File: src/rtl/irqc_pkg.sv
package irqc_pkg;
  localparam int NCONV  = 3;
  localparam int NFAULT = 4;
  localparam int NSRC   = 8;
  localparam int AW     = 8;
  localparam int DW     = 8;

  localparam int BIT_PLL   = NCONV + 1;
  localparam int BIT_DYN   = NCONV;
  localparam int BIT_CFG   = NCONV + 2;
  localparam int BIT_JACK  = NCONV + 3;
  localparam int BIT_FAULT = NCONV + 4;

  localparam logic [AW-1:0] A_HPCFG = 8'h36;
  localparam logic [AW-1:0] A_PINA  = 8'hE3;
  localparam logic [AW-1:0] A_PINB  = 8'hE4;
  localparam logic [AW-1:0] A_MASK  = 8'hE5;
  localparam logic [AW-1:0] A_RAW   = 8'hE6;
  localparam logic [AW-1:0] A_STAT  = 8'hE7;
  localparam logic [AW-1:0] A_CTRL  = 8'hE8;

  localparam logic [3:0] PIN_FN_IRQ = 4'h1;

  function automatic logic went_low(input logic prev, input logic now);
    return prev & ~now;
  endfunction

  function automatic logic went_high(input logic prev, input logic now);
    return ~prev & now;
  endfunction

  function automatic logic toggled(input logic prev, input logic now);
    return prev ^ now;
  endfunction

  function automatic logic [NSRC-1:0] w1c(input logic [NSRC-1:0] cur,
                                          input logic [NSRC-1:0] clr,
                                          input logic [NSRC-1:0] set);
    return (cur & ~clr) | set;
  endfunction
endpackage

File: src/rtl/irqc_sync.sv
module irqc_sync #(
  parameter int W = 1
) (
  input  logic         clk,
  input  logic         rst,
  input  logic [W-1:0] d,
  output logic [W-1:0] q
);
  logic [W-1:0] meta;

  always_ff @(posedge clk) begin
    if (rst) begin
      meta <= '0;
      q    <= '0;
    end else begin
      meta <= d;
      q    <= meta;
    end
  end
endmodule

File: src/rtl/irqc_events.sv
module irqc_events
  import irqc_pkg::*;
(
  input  logic              clk,
  input  logic              rst,
  input  logic [NCONV-1:0]  src_lock,
  input  logic              dyn_over,
  input  logic              pll_lock,
  input  logic              jack_pin,
  input  logic [NFAULT-1:0] fault_flags,
  input  logic              cfg_wr,
  output logic [NSRC-1:0]   ev
);
  localparam int NIN = NCONV + 3 + NFAULT;

  logic [NIN-1:0] async_in, sync_now;
  logic [NCONV+3:0] lvl_now, lvl_prev;

  assign async_in = {fault_flags, jack_pin, pll_lock, dyn_over, src_lock};

  irqc_sync #(.W(NIN)) u_sync (
    .clk(clk), .rst(rst), .d(async_in), .q(sync_now)
  );

  // Level vector after sync: lock[NCONV], dyn, pll, jack, fault-OR
  assign lvl_now = {|sync_now[NIN-1:NCONV+3], sync_now[NCONV+2:0]};

  always_ff @(posedge clk) begin
    if (rst) lvl_prev <= '0;
    else     lvl_prev <= lvl_now;
  end

  for (genvar i = 0; i < NCONV; i++) begin : g_lock
    assign ev[i] = went_low(lvl_prev[i], lvl_now[i]);
  end

  assign ev[BIT_DYN]   = went_high(lvl_prev[NCONV], lvl_now[NCONV]);
  assign ev[BIT_PLL]   = went_low(lvl_prev[NCONV+1], lvl_now[NCONV+1]);
  assign ev[BIT_CFG]   = cfg_wr;
  assign ev[BIT_JACK]  = toggled(lvl_prev[NCONV+2], lvl_now[NCONV+2]);
  assign ev[BIT_FAULT] = went_high(lvl_prev[NCONV+3], lvl_now[NCONV+3]);
endmodule

File: src/rtl/irqc_sticky.sv
module irqc_sticky
  import irqc_pkg::*;
(
  input  logic            clk,
  input  logic            rst,
  input  logic [NSRC-1:0] set,
  input  logic [NSRC-1:0] clr,
  output logic [NSRC-1:0] q
);
  always_ff @(posedge clk) begin
    if (rst) q <= '0;
    else     q <= w1c(q, clr, set);
  end

  // Bits that were set and not cleared remain set
  assert_hold_until_clear_R3: assert property (@(posedge clk) disable iff (rst)
    ((q & $past(q & ~clr)) == $past(q & ~clr)));

  // Same-cycle set and clear: set takes priority
  assert_event_beats_clear_R12: assert property (@(posedge clk) disable iff (rst)
    ((set & clr) != '0) |=> ((q & $past(set & clr)) == $past(set & clr)));
endmodule

File: src/rtl/irqc_top.sv
module irqc_top
  import irqc_pkg::*;
(
  input  logic              clk,
  input  logic              rst,
  input  logic [NCONV-1:0]  src_lock,
  input  logic              dyn_over,
  input  logic              pll_lock,
  input  logic              jack_pin,
  input  logic [NFAULT-1:0] fault_flags,
  input  logic              bus_wr,
  input  logic [AW-1:0]     bus_addr,
  input  logic [DW-1:0]     bus_wdata,
  output logic [DW-1:0]     bus_rdata,
  output logic              irq_req,
  output logic [3:0]        gpio_out
);
  logic [NSRC-1:0] mask_q, ev, raw_q, stat_q, raw_clr, stat_clr;
  logic [1:0]      hpcfg_q;
  logic [7:0]      pin_a_q, pin_b_q;
  logic            glob_en;
  logic            wr_hpcfg;
  logic [15:0]     pin_fn;

  assign wr_hpcfg = bus_wr && (bus_addr == A_HPCFG);
  assign raw_clr  = (bus_wr && bus_addr == A_RAW)  ? bus_wdata : '0;
  assign stat_clr = (bus_wr && bus_addr == A_STAT) ? bus_wdata : '0;

  always_ff @(posedge clk) begin
    if (rst) begin
      mask_q  <= '0;
      hpcfg_q <= '0;
      pin_a_q <= '0;
      pin_b_q <= '0;
      glob_en <= 1'b0;
    end else if (bus_wr) begin
      unique case (bus_addr)
        A_MASK:  mask_q  <= bus_wdata;
        A_HPCFG: hpcfg_q <= bus_wdata[1:0];
        A_PINA:  pin_a_q <= bus_wdata;
        A_PINB:  pin_b_q <= bus_wdata;
        A_CTRL:  glob_en <= bus_wdata[0];
        default: ;
      endcase
    end
  end

  irqc_events u_events (
    .clk(clk), .rst(rst), .src_lock(src_lock), .dyn_over(dyn_over),
    .pll_lock(pll_lock), .jack_pin(jack_pin), .fault_flags(fault_flags),
    .cfg_wr(wr_hpcfg), .ev(ev)
  );

  irqc_sticky u_raw (
    .clk(clk), .rst(rst), .set(ev), .clr(raw_clr), .q(raw_q)
  );

  irqc_sticky u_stat (
    .clk(clk), .rst(rst), .set(ev & mask_q), .clr(stat_clr), .q(stat_q)
  );

  assign irq_req = glob_en && (stat_q != '0);

  assign pin_fn = {pin_b_q, pin_a_q};
  for (genvar p = 0; p < 4; p++) begin : g_pin
    assign gpio_out[p] = irq_req && (pin_fn[4*p +: 4] == PIN_FN_IRQ);
  end

  always_comb begin
    unique case (bus_addr)
      A_HPCFG: bus_rdata = {6'd0, hpcfg_q};
      A_PINA:  bus_rdata = pin_a_q;
      A_PINB:  bus_rdata = pin_b_q;
      A_MASK:  bus_rdata = mask_q;
      A_RAW:   bus_rdata = raw_q;
      A_STAT:  bus_rdata = stat_q;
      A_CTRL:  bus_rdata = {7'd0, glob_en};
      default: bus_rdata = '0;
    endcase
  end

  // Masked status rises only on enabled sources
  assert_mask_gates_status_R2: assert property (@(posedge clk) disable iff (rst)
    ((stat_q & ~$past(stat_q) & ~$past(mask_q)) == '0));

  // Request never without global enable
  assert_irq_needs_enable_R10: assert property (@(posedge clk) disable iff (rst)
    !glob_en |-> !irq_req);

  // Routed pins only ever carry the request
  assert_pin_follows_irq_R11: assert property (@(posedge clk) disable iff (rst)
    (gpio_out != 4'd0) |-> irq_req);
endmodule

File: config.mk
export PLATFORM = sky130hd
export DESIGN_NAME = irqc_top
export DESIGN_NICKNAME = d
export VERILOG_FILES = /design/src/rtl/irqc_pkg.sv /design/src/rtl/irqc_sync.sv /design/src/rtl/irqc_events.sv /design/src/rtl/irqc_sticky.sv /design/src/rtl/irqc_top.sv
export SDC_FILE = /design/constraint.sdc
export NUM_CORES = 1
export LEC_CHECK = 0
export BUFFER_PORTS_ARGS = -buffer_cell sky130_fd_sc_hd__buf_2
export CAP_MARGIN = 10
export CORE_ASPECT_RATIO = 1.1
export CORE_MARGIN = 5
export CORE_UTILIZATION = 28
export CTS_CLUSTER_DIAMETER = 50
export DETAILED_ROUTE_END_ITERATION = 10
export PLACE_DENSITY_LB_ADDON = 0.12
export SLEW_MARGIN = 10
export SYNTH_ARGS = -nofsm -noshare
export SYNTH_HDL_FRONTEND = slang
export SYNTH_SLANG_ARGS = --single-unit
File: constraint.sdc
create_clock -name clk -period 1.75 [get_ports clk]
set_input_delay 0.2625 -clock clk [delete_from_list [all_inputs] [get_ports clk]]
set_output_delay 0.2625 -clock clk [all_outputs]
set_load 0.02 [all_outputs]
Word-level counts from Yosys, hierarchy flattened
Cells that the tools add are included.
- reductions and logical operators: 15
- equality and inequality tests: 11
- multiplexer cells: 3
- bitwise operators: 20
- operator list (kind ; number):
    $pmux W8 S7 ; 1
    $eq A8 B8 Y1 const B ; 6
    $and A8 B8 Y8 ; 3
    $eq A4 B1 Y1 const B ; 4
    $mux W8 ; 2
    $not A8 Y8 ; 2
    $or A8 B8 Y8 ; 2
    $reduce_and A2 Y1 ; 5
    $eq A8 B6 Y1 const B ; 1
    $logic_and A1 B1 Y1 ; 8
    $reduce_bool A8 Y1 ; 1
    $and A1 B1 Y1 ; 6
    $not A1 Y1 ; 6
    $reduce_or A4 Y1 ; 1
    $xor A1 B1 Y1 ; 1
- bits in registers: 70
- output and inout bits: 13
- word-level logic and storage cells: 59

Longest topological paths before layout
- word-level depth: 6
- depth in mapped cells: 6
- mapped depth without buffers: 4

Hierarchy
From an unflattened synthesis, not the netlist that was laid out.
- cell total of the unflattened synthesis: 351
- area total of the unflattened synthesis: 3518.4 µm²
- by module, submodules not included (module ; area each (µm²) ; cells each ; instances ; seq. area each (µm²)):
    irqc_top ; 1891.8 ; 220 ; 1 ; 540.5
    irqc_sticky ; 381.6 ; 33 ; 2 ; 160.2
    irqc_sync ; 618.1 ; 42 ; 1 ; 400.4
    irqc_events ; 245.2 ; 23 ; 1 ; 140.1

Worst setup path before layout
OpenSTA, ideal clock, no wires.
- path type: input-to-output
- start point: input bus_addr[1]
- end point: output bus_rdata[1]
- required time: 1487 ps
- stages: 4
- data arrival time: 1274 ps
- slack: 214 ps
- path through: buf_4 -> mux2_2 -> a22o_1 -> a221o_1
- word-level cells in the longest chain between the ends: 2
- elaborated cells between the ends (all ways): 8
- classes of those cells: eq/ne: 7; mux: 1
- ends and longest elaborated chain (item ; RTL line ; text):
    start, declared ; irqc_top.sv:12 ; input logic [AW-1:0] bus_addr,
    $eq A8 B8 Y1 / $eq A8 B6 Y1 (equally long branches) ; irqc_top.sv:70 ; unique case (bus_addr)
    $pmux W8 S7 (*) ; irqc_top.sv:70 ;
    end, declared ; irqc_top.sv:14 ; output logic [DW-1:0] bus_rdata,
Every way passes the cells marked *; elsewhere a longest branch is shown, timed or not.

Worst setup path in the final report
- start point: register u_stat.q[2]
- end point: output gpio_out[2]
- word-level cells in the longest chain between the ends: 3
- ends and longest elaborated chain (item ; RTL line ; text):
    start, declared ; irqc_sticky.sv:8 ; output logic [NSRC-1:0] q
    start signal, assigned ; irqc_sticky.sv:12 ; else q <= w1c(q, clr, set);
    $reduce_bool A8 Y1 ; irqc_top.sv:62 ; assign irq_req = glob_en && (stat_q != '0);
    $logic_and A1 B1 Y1 ; irqc_top.sv:62 ;
    $logic_and A1 B1 Y1 ; irqc_top.sv:66 ; assign gpio_out[p] = irq_req && (pin_fn[4*p +: 4] == PIN_FN_IRQ);
    end, declared ; irqc_top.sv:16 ; output logic [3:0] gpio_out
No other way between the ends.

==> flow_summary.ini <==
[power]
power_frac_clock = 0.495
power_density_nw_per_um2 = 958.3
combPwrFrac = 0.055
vdd_drop_max_uv = 364.5
p_leak_nw = 1.469
p_sw_frac = 0.2178
seqPwrFrac = 0.450
intPower_mw = 2.860
power.switching_mw = 0.7960

[setup_path]
crit_required_ps = 1490
slowest_stage = or4_4
start_kind = flop
crit_path_frequent_cell = buf_4
end_kind = primary output
critPathMaxFanout = 2
worstPathCellList = or4_4, o21ai_4, buf_4, nor4_4, buf_4
crit_arrival_ps = 1700
critPathMaxStageDelay_ps = 540
worstSetupPathType = flop to primary output
r2r_slack_ps = 640

[detailed_routing]
vias_per_cell = 4.672
dr_wl_met2_um = 3310
drtIter0Drc = 81
ant_nets = 0
post-route-drc-count = 0
wl_met3_um = 248
drt-met1-wl_um = 3550
vias = 2294
dr.pass1.iters = 4
wire_per_inst_um = 15.00
wl_um = 7367
top_layer_used = met4

[clocking]
htree_levels = 3
tritoncts = built
clk_pin_slew_ps = 60
cts.sinks = 70
cts_buffers = 9
root_buffer = clkbuf_16
clk_latency_ps = 330
clk_path_buf_depth = 2

[finish]
multiInputGateArea_um2 = 1441
regArea_um2 = 1411
final_cells = 491
nets = 392
drive_gt1_frac = 0.2962
fill_cells = 1059
antennaDiodeCount = 0
fin_util = 0.3723
area_growth_syn_to_layout_pct = 31.65

[timing]
final.setup.worst_slack_ps = -215.3
hold_viol_final = 0
rsz0062_at_grt = true
max_freq_mhz = 508.8
holdWs_ps = 135.2
finalCritPeriodShare = 1.123
tightest_slew_ps = 349.3
setup_tns_ps = -1381
clock_skew_ps = 4.881
period_needed_ps = 1965
slew_violations = 0
slew_headroom = 0.7650
setup_viol = 11

[synthesis]
syn-cell-area_um2 = 2898
synth_top_cell_by_area = dfxtp_1
seq_area_frac_synth = 0.4836
synth_cell_types = 40
ys_warn_count = 0
synth-edff-count = 0
synth-seq-cells = 70
yosys-top-cells-area = dfxtp_1 48%, mux2i_1 7.3%, nor2b_1 6.0%
synthFlopType = dfxtp_1
syn_nets = 330
syn_avg_cell_area_um2 = 9.627
synth_top_area_frac = 0.4836
syn-instance-count = 301
async_flop_share = 0

[job]
cap_violations = 0

[placed_design]
dp_hpwl_um = 5393
gp_congestion = 0.7682
dpl.cell_count = 473
portBuffers = 41

[grt]
antenna_found_initial = 0
grt_pass1_wl_um = 12190
grt_use_total = 0.1301
grt_pass1_vias = 2338
overflow = 0
grt_start_max_net_pins = 23

[die]
die-area_um2 = 12490
io_pins = 42
die_x_um = 107.0
die_y_um = 116.7
rows = 39
start_util = 0.2828
core_um2 = 10250

[status]
violations = setup timing
status = finished with violations

[min_path]
min_path_type = input pin to flop
==> layout by cell type (no fill, tap or decap), types with 2 or more instances in the layout <==
master and count:
buf_6 11, clkinvlp_4 2, inv_1 2, nor2_1 30, nand4_1 3, nand2_1 26, buf_12 2, clkbuf_16 9
buf_4 24, dfxtp_1 62, or4_4 2, buf_2 31, a22o_1 8, mux4_2 6, o21ai_0 15, nor2b_1 27
a21oi_1 22, nor4_1 3, nand2b_1 10, a22oi_1 3, nand3_1 8, nand3b_1 7, mux2i_1 21, dfxtp_2 8
==> final cells by class <==
type	count	area share
clock buffer	11	0.06363
multi-input combinational	212	0.3778
clock inverter	5	0.01541
tap	123	0.04034
sequential	70	0.3700
inverter	2	0.001968
timing repair buffer	68	0.1309
==> what timing repair did <==
item | 4_1_cts | 5_1_grt
hold buffers | 0 | 0
buffers inserted | 2 | 0
gates resized for setup | 34 | 6
setup endpoints to repair | 12 | 13
pin swaps | 3 | 3
==> stage by stage <==
step | setup slack, ps | power (mW) | instance area [um^2]
floorplan | 213.8 | 1.787 | 2898
global placement | -33.32 | 1.881 | 3374
detailed placement | -27.68 | 1.882 | 3374
CTS | -243.7 | 3.726 | 3802
global route | -271.3 | 3.812 | 3815
finish | -215.3 | 3.656 | 3815
==> cell families after synthesis <==
family,Yosys count,synth area share
AND/OR/NAND/NOR,130,0.2461
flip-flops,70,0.4836
buffers and inverters,19,0.03540
multiplexers,28,0.1231
XOR/XNOR,1,0.003023
AO/OA/AOI/OAI,53,0.1088
==> flip-flops by register name, indices dropped and copies added, names as in the netlist <==
name                  cells
glob_en                   1
pin_a_q                   8
pin_b_q                   8
hpcfg_q                   2
u_raw.q                   8
u_events.lvl_prev         7
u_stat.q                  8
mask_q                    8
u_events.u_sync.meta     10
u_events.u_sync.q        10
==> cell usage after synthesis, types with 2 or more instances <==
master	count
nand2b_1	10
nand2_1	26
mux2i_1	21
nor2b_1	28
nand3_1	8
a21oi_1	22
nor2_1	30
nand3b_1	7
a22o_1	8
buf_2	3
nand4_1	3
nor4_1	5
dfxtp_1	70
buf_4	2
clkbuf_2	2
or4_1	2
o21ai_0	16
inv_1	2
clkbuf_1	8
a22oi_1	3
mux4_2	6
==> path summary, 6_finish.rpt <==
kind | startpoint | cells after the start | endpoint
worst max register to register | u_events.u_sync.q[7] | 4 | u_raw.q[7]
worst min-delay path | fault_flags[1] | 2 | u_events.u_sync.meta[7]
worst min register to register | u_events.u_sync.meta[9] | 1 | u_events.u_sync.q[9]
worst max-delay path | u_stat.q[2] | 5 | gpio_out[2]
==> critical path, delay by kind of cell, from the launching register on <==
kind	cells	cell delay (ps)
buf+inv	2	310
flops	1	310
compound gates	1	170
simple gates	2	590
==> power groups by stage <==
stage / logic, mW / registers [mW] / clock network, mW
CTS: 0.205 / 1.64 / 1.88
global route: 0.225 / 1.65 / 1.94
finish: 0.201 / 1.64 / 1.81
floorplan: 0.113 / 1.67 / 0
detailed placement: 0.204 / 1.68 / 0
global placement: 0.203 / 1.68 / 0
==> metal layers <==
metal	global-route usage	up-vias
met5	0	-
met4	0.08355	0
met3	0.02709	13
met2	0.2011	41
met1	0.1656	1065
li1	-	1175
(Power assumes the default switching activity.)
